### config.mk
export PLATFORM = sky130hd
export DESIGN_NAME = gpio_irq_detect
export DESIGN_NICKNAME = d
export VERILOG_FILES = /design/src/rtl/gpio_irq_pkg.sv /design/src/rtl/gpio_in_sync.sv /design/src/rtl/gpio_pin_cfg.sv /design/src/rtl/gpio_evt_detect.sv /design/src/rtl/gpio_irq_status.sv /design/src/rtl/gpio_irq_detect.sv
export SDC_FILE = /design/constraint.sdc
export NUM_CORES = 1
export LEC_CHECK = 0
export BUFFER_PORTS_ARGS = -buffer_cell sky130_fd_sc_hd__buf_2
export CAP_MARGIN = 10
export CORE_AREA = 2 2 156 158
export DETAILED_ROUTE_END_ITERATION = 10
export DIE_AREA = 0 0 158 160
export PLACE_DENSITY = 0.9
export SKIP_LAST_GASP = 1
export SYNTH_ARGS = -nofsm -noshare
export SYNTH_HDL_FRONTEND = slang
export SYNTH_SLANG_ARGS = --single-unit
### constraint.sdc
create_clock -name clk -period 6.71 [get_ports clk]
set_clock_uncertainty 0.2 [all_clocks]
set_input_delay 1.342 -clock clk [delete_from_list [all_inputs] [get_ports clk]]
set_output_delay 1.342 -clock clk [all_outputs]
set_load 0.005 [all_outputs]
### src/rtl/gpio_irq_pkg.sv
package gpio_irq_pkg;

  typedef enum logic [3:0] {
    MODE_OFF  = 4'h0,
    MODE_LOW  = 4'h8,
    MODE_RISE = 4'h9,
    MODE_FALL = 4'hA,
    MODE_BOTH = 4'hB,
    MODE_HIGH = 4'hC
  } irq_mode_e;

  localparam int MODE_W   = 4;
  localparam int MODE_LSB = 16;
  localparam logic [7:0] STATUS_OFFSET = 8'hA0;

  function automatic logic mode_is_valid(logic [MODE_W-1:0] code);
    return (code == MODE_LOW) || (code == MODE_RISE) || (code == MODE_FALL) ||
           (code == MODE_BOTH) || (code == MODE_HIGH);
  endfunction

endpackage

### src/rtl/gpio_in_sync.sv
module gpio_in_sync #(
  parameter int WIDTH  = 32,
  parameter int STAGES = 2
) (
  input  logic             clk,
  input  logic             rst,
  input  logic [WIDTH-1:0] raw_in,
  output logic [WIDTH-1:0] cur_q,
  output logic [WIDTH-1:0] prev_q
);

  logic [WIDTH-1:0] stage_q [STAGES];

  always_ff @(posedge clk) begin
    if (rst) begin
      for (int k = 0; k < STAGES; k++) stage_q[k] <= '0;
      prev_q <= '0;
    end else begin
      stage_q[0] <= raw_in;
      for (int k = 1; k < STAGES; k++) stage_q[k] <= stage_q[k-1];
      prev_q <= stage_q[STAGES-1];
    end
  end

  assign cur_q = stage_q[STAGES-1];

endmodule

### src/rtl/gpio_pin_cfg.sv
module gpio_pin_cfg
  import gpio_irq_pkg::*;
#(
  parameter int NUM_PINS = 32,
  localparam int IDX_W   = $clog2(NUM_PINS)
) (
  input  logic                       clk,
  input  logic                       rst,
  input  logic                       wr_en,
  input  logic [IDX_W-1:0]           wr_idx,
  input  logic [MODE_W-1:0]          wr_mode,
  input  logic [IDX_W-1:0]           rd_idx,
  output logic [MODE_W-1:0]          rd_mode,
  output logic [NUM_PINS*MODE_W-1:0] mode_flat
);

  logic [MODE_W-1:0] mode_q [NUM_PINS];

  always_ff @(posedge clk) begin
    if (rst) begin
      for (int p = 0; p < NUM_PINS; p++) mode_q[p] <= MODE_OFF;
    end else if (wr_en) begin
      mode_q[wr_idx] <= wr_mode;
    end
  end

  genvar g;
  generate
    for (g = 0; g < NUM_PINS; g++) begin : g_flat
      assign mode_flat[g*MODE_W +: MODE_W] = mode_q[g];
    end
  endgenerate

  assign rd_mode = mode_q[rd_idx];

  // a written code is the one held from the next cycle on
  p_cfg_store_r2: assert property (@(posedge clk) disable iff (rst)
    wr_en |=> (mode_q[$past(wr_idx)] == $past(wr_mode)));

endmodule

### src/rtl/gpio_evt_detect.sv
module gpio_evt_detect
  import gpio_irq_pkg::*;
#(
  parameter int NUM_PINS = 32
) (
  input  logic                       clk,
  input  logic                       rst,
  input  logic [NUM_PINS*MODE_W-1:0] mode_flat,
  input  logic [NUM_PINS-1:0]        cur,
  input  logic [NUM_PINS-1:0]        prev,
  output logic [NUM_PINS-1:0]        evt
);

  genvar g;
  generate
    for (g = 0; g < NUM_PINS; g++) begin : g_pin
      logic [MODE_W-1:0] code;
      assign code = mode_flat[g*MODE_W +: MODE_W];

      always_comb begin
        unique case (code)
          MODE_LOW:  evt[g] = ~cur[g];
          MODE_HIGH: evt[g] = cur[g];
          MODE_RISE: evt[g] = cur[g] & ~prev[g];
          MODE_FALL: evt[g] = ~cur[g] & prev[g];
          MODE_BOTH: evt[g] = cur[g] ^ prev[g];
          default:   evt[g] = 1'b0;
        endcase
      end

      // no event comes from a disabled or unlisted code
      p_quiet_mode_r8: assert property (@(posedge clk) disable iff (rst)
        evt[g] |-> mode_is_valid(code));

      // an edge-mode event needs the input to have moved
      p_edge_moved_r5: assert property (@(posedge clk) disable iff (rst)
        (evt[g] && (code inside {MODE_RISE, MODE_FALL, MODE_BOTH})) |-> (cur[g] != prev[g]));
    end
  endgenerate

endmodule

### src/rtl/gpio_irq_status.sv
module gpio_irq_status #(
  parameter int NUM_PINS = 32
) (
  input  logic                clk,
  input  logic                rst,
  input  logic [NUM_PINS-1:0] evt,
  input  logic                clr_en,
  input  logic [NUM_PINS-1:0] clr_mask,
  output logic [NUM_PINS-1:0] status_q,
  output logic                irq_q
);

  logic [NUM_PINS-1:0] clr_eff;
  logic [NUM_PINS-1:0] status_d;

  assign clr_eff  = clr_en ? clr_mask : '0;
  // set has priority over clear
  assign status_d = (status_q & ~clr_eff) | evt;

  always_ff @(posedge clk) begin
    if (rst) begin
      status_q <= '0;
      irq_q    <= 1'b0;
    end else begin
      status_q <= status_d;
      irq_q    <= |status_d;
    end
  end

  // every event leaves its flag set, clear or not
  p_set_wins_r10: assert property (@(posedge clk) disable iff (rst)
    1'b1 |=> ((status_q & $past(evt)) == $past(evt)));

  // a cleared bit without a competing event reads 0
  p_w1c_r9: assert property (@(posedge clk) disable iff (rst)
    1'b1 |=> ((status_q & $past(clr_eff & ~evt)) == '0));

  // bits neither cleared nor set keep their value
  p_hold_r9: assert property (@(posedge clk) disable iff (rst)
    1'b1 |=> ((status_q & ~$past(evt | clr_eff)) == ($past(status_q) & ~$past(evt | clr_eff))));

  // the line only drops after a clear write
  p_irq_drop_r11: assert property (@(posedge clk) disable iff (rst)
    $fell(irq_q) |-> $past(clr_en));

endmodule

### src/rtl/gpio_irq_detect.sv
module gpio_irq_detect
  import gpio_irq_pkg::*;
#(
  parameter int NUM_PINS    = 32,
  parameter int SYNC_STAGES = 2,
  parameter int ADDR_W      = 8,
  parameter int DATA_W      = 32,
  localparam int IDX_W      = $clog2(NUM_PINS),
  localparam int CTL_WORDS  = NUM_PINS
) (
  input  logic                clk,
  input  logic                rst,
  input  logic [NUM_PINS-1:0] pin_in,
  input  logic                bus_wr,
  input  logic                bus_rd,
  input  logic [ADDR_W-1:0]   bus_addr,
  input  logic [DATA_W-1:0]   bus_wdata,
  output logic [DATA_W-1:0]   bus_rdata,
  output logic                bus_rvalid,
  output logic                irq_out
);

  logic [NUM_PINS-1:0]        cur, prev, evt, status;
  logic [NUM_PINS*MODE_W-1:0] mode_flat;
  logic [MODE_W-1:0]          rd_mode;
  logic [IDX_W-1:0]           idx;
  logic                       ctl_hit, sts_hit;
  logic [DATA_W-1:0]          rd_word;

  // decode
  assign idx     = bus_addr[IDX_W+1:2];
  assign ctl_hit = (bus_addr[1:0] == 2'b00) &&
                   (int'(bus_addr[ADDR_W-1:2]) < CTL_WORDS);
  assign sts_hit = (bus_addr == STATUS_OFFSET[ADDR_W-1:0]);

  gpio_in_sync #(.WIDTH(NUM_PINS), .STAGES(SYNC_STAGES)) u_sync (
    .clk    (clk),
    .rst    (rst),
    .raw_in (pin_in),
    .cur_q  (cur),
    .prev_q (prev)
  );

  gpio_pin_cfg #(.NUM_PINS(NUM_PINS)) u_cfg (
    .clk       (clk),
    .rst       (rst),
    .wr_en     (bus_wr && ctl_hit),
    .wr_idx    (idx),
    .wr_mode   (bus_wdata[MODE_LSB +: MODE_W]),
    .rd_idx    (idx),
    .rd_mode   (rd_mode),
    .mode_flat (mode_flat)
  );

  gpio_evt_detect #(.NUM_PINS(NUM_PINS)) u_det (
    .clk       (clk),
    .rst       (rst),
    .mode_flat (mode_flat),
    .cur       (cur),
    .prev      (prev),
    .evt       (evt)
  );

  gpio_irq_status #(.NUM_PINS(NUM_PINS)) u_sts (
    .clk      (clk),
    .rst      (rst),
    .evt      (evt),
    .clr_en   (bus_wr && sts_hit),
    .clr_mask (bus_wdata[NUM_PINS-1:0]),
    .status_q (status),
    .irq_q    (irq_out)
  );

  // read mux
  always_comb begin
    rd_word = '0;
    if (ctl_hit)      rd_word[MODE_LSB +: MODE_W] = rd_mode;
    else if (sts_hit) rd_word[NUM_PINS-1:0]       = status;
  end

  always_ff @(posedge clk) begin
    if (rst) begin
      bus_rdata  <= '0;
      bus_rvalid <= 1'b0;
    end else begin
      bus_rvalid <= bus_rd;
      if (bus_rd) bus_rdata <= rd_word;
    end
  end

  logic unused_wdata;
  assign unused_wdata = ^bus_wdata;

  // read data follows the strobe by one cycle
  p_rd_latency_r12: assert property (@(posedge clk) disable iff (rst)
    bus_rd |=> bus_rvalid);

  // the line rises only after an event
  p_irq_cause_r11: assert property (@(posedge clk) disable iff (rst)
    $rose(irq_out) |-> $past(|evt));

endmodule

==> flow_summary.ini <==
[status]
status = complete, no violations

[drt]
drtIter0Drc = 1238
viasPerCell = 6.136
met1_length_um = 13280
drc = 0
wl_met3_um = 4001
dr.pass1.iters = 6
postRouteAntennaNets = 0
wl_per_cell_um = 20.40
dr_total_vias = 10730
wl_met2_um = 16640
wirelength_um = 35660
highest_layer = met4

[critical_path]
crit_type = in -> reg
slowest_delay_ps = 900
slowest_stage = or3b_1
worst-path-buf-inv = 2
endpoint_kind = flop
reg2reg_depth = 8
cp_num_cells = 8
cp-start-kind = input port
regToRegEndpoint = u_sts.irq_q
crit_path_start = bus_addr[5]
crit_chain = buf_2, or3b_1, nor4_2, buf_4, nand2_1, a221oi_1, nand4_1, o41a_1
critPathRequiredTime_ps = 6920
critPathTopFamily = simple AND/OR/NAND/NOR gates
ff2ff_setup_slack_ps = 4080
r2r-start = u_sync.stage_q[0][44]
arrival_ps = 4540
critPathMaxFanout = 25

[grt]
grt_overflow = 0
grt_pass1_wl_um = 54640
groute.usage.overall_pct = 27.92
grt_antenna_before_repair = 0
grt_max_degree = 66
grt_pass1_vias = 10410

[job]
drv_cap = 0

[worst_hold_path]
hp-start = u_sync.stage_q[0][9]
holdCritPathClass = reg -> reg
min_to = u_sync.stage_q[0][41]
min_path_cells = 1

[layout]
utilization_pct = 66.40
final_cells = 1748
drive_gt1_share_pct = 14.89
n_antenna_cell = 0
final_common_cell = dfxtp_1
layout_common_cells = 162 x dfxtp_1, 128 x edfxtp_1, 108 x buf_2
nets = 1543
syn_to_final_growth_pct = 11.34
final_area_um2 = 15820

[timing]
tns_ps = 0
worst_pin_slew_ps = 1321
hold_viol = 0
setup_viol = 0
fin_crit_ps = 4326
drv_slew = 0
timing.slew.headroom_pct = 11.93
rsz0062_at_grt = no
fin_ws_ps = 2384
timing.hold.ws_ps = 235.6
period_share_pct = 64.47
fmax_mhz = 231.2

[die]
ioPinCount = 110
start_util_pct = 59.64
dieArea_um2 = 25280
fp.dieH_um = 160
core-area_um2 = 23820
row_count = 57
fp.dieW_um = 158

[clocking]
cts-root-buf = clkbuf_16
htreeDepth = 1
clk_latency_ps = 550
cts.sinks = 290
numCtsBuffers = 28
path_clk_slew_ps = 60
postCtsHoldBufs = 0
cts_tree = built
clk_path_buf_depth = 3
post_cts_resized = 0
postCtsSetupRepairBufs = 0

[yosys]
ys_seq_area_share_pct = 49.89
yosysWarnings = 0
netlist_instances = 1338
synth.top_cell.area_share_pct = 27.06
synth_area_leaders = edfxtp_1 27%, dfxtp_1 23%, ha_1 5.6%
yosys_register_bits = 290
synth-edff-count = 128
synthesis.area_um2 = 14210
synth_fp_nets = 1478
yosysTopAreaCell = edfxtp_1
synthArstFlopShare_pct = 0
syn-mean-instance-area_um2 = 10.62
ys.flop_type = dfxtp_1
yosysUniqueCellTypes = 54

[power]
max-vdd-ir-drop_mv = 0.1818
p_per_area_nw_per_um2 = 244.9
p_leak_nw = 6.137
p_total_mw = 3.874

[placed_design]
dp.cells = 1697
portBuffers = 109
post-place-ws_ps = 2064
gp_congestion = 0.9478
dpl_cell_area_um2 = 14900
dpl.hpwl_um = 24320
cell families (layout without fill, tap and decap cells):
logic type / count (synthesis) / after routing / share of synthesized area, %
flip-flops: 290 / 290 / 49.89
AND/OR/NAND/NOR: 560 / 560 / 22.49
AO/OA/AOI/OAI: 178 / 178 / 9.151
adder cells (fa/ha/maj): 64 / 64 / 5.637
buffers and inverters: 167 / 253 / 4.685
XOR/XNOR: 31 / 31 / 1.911
multiplexers: 48 / 48 / 6.236
report_power, final:
group	switching, mW	internal (mW)
combinational	0.185	0.140
clock	0.668	0.889
sequential	0.0737	1.92
synth_stat cells (all sizes together) (2+ instances only):
master	n
mux2	4
xnor2	16
inv	83
a22o	4
a311o	3
nand3	41
nand2b	69
nor3b	19
mux4	32
nor2	63
and2	73
nand2	91
a31oi	15
o21ai	17
a21oi	38
nand3b	11
xor2	15
dfxtp	162
nor2b	72
edfxtp	128
a22oi	34
ha	64
or3b	2
o311ai	8
nand4	4
a211o	16
a211oi	6
nor4bb	21
and3	65
o21a	3
or2	8
buf	18
a221oi	11
nor4	4
clkbuf	65
and3b	4
mux2i	12
o41ai	19
nor3	11
layer usage:
metal  vias to the layer above  global-route usage, %
li1                       4870                      -
met1                      5067                  35.64
met2                       664                  45.38
met3                       125                  5.916
met4                         0                  13.27
met5                         -                      0
worst register-to-register path, delay by kind of cell (launching register included):
kind | cells | cell delay [ps]
buf+inv | 1 | 110
fa+ha+maj | 1 | 220
simple gates | 3 | 700
flops | 1 | 440
compound gates | 3 | 830
how the worst max path moves through the flow:
stage / to / slack [ps]
floorplan: u_sts.irq_q / 3170
global placement: u_sts.irq_q / 2190
detailed placement: u_sts.irq_q / 2060
CTS: u_sts.irq_q / 2530
global route: u_sts.irq_q / 2370
finish: u_sts.irq_q / 2380
final cells by class:
type,count,area [µm²]
clock buffer,41,858.3
tap,324,405.4
clock inverter,10,56.30
fill,1742,8004
inverter,84,315.3
sequential,290,7087
timing repair buffer,118,615.6
multi-input combinational,881,6479
registers in the layout, summed over array words and instances (netlist names):
name	flops
bus_rvalid	1
u_sync.stage_q	64
u_sync.prev_q	32
u_sts.status_q	32
bus_rdata	32
u_sts.irq_q	1
u_cfg.mode_q	128
Power figures use the tool's default switching activity.
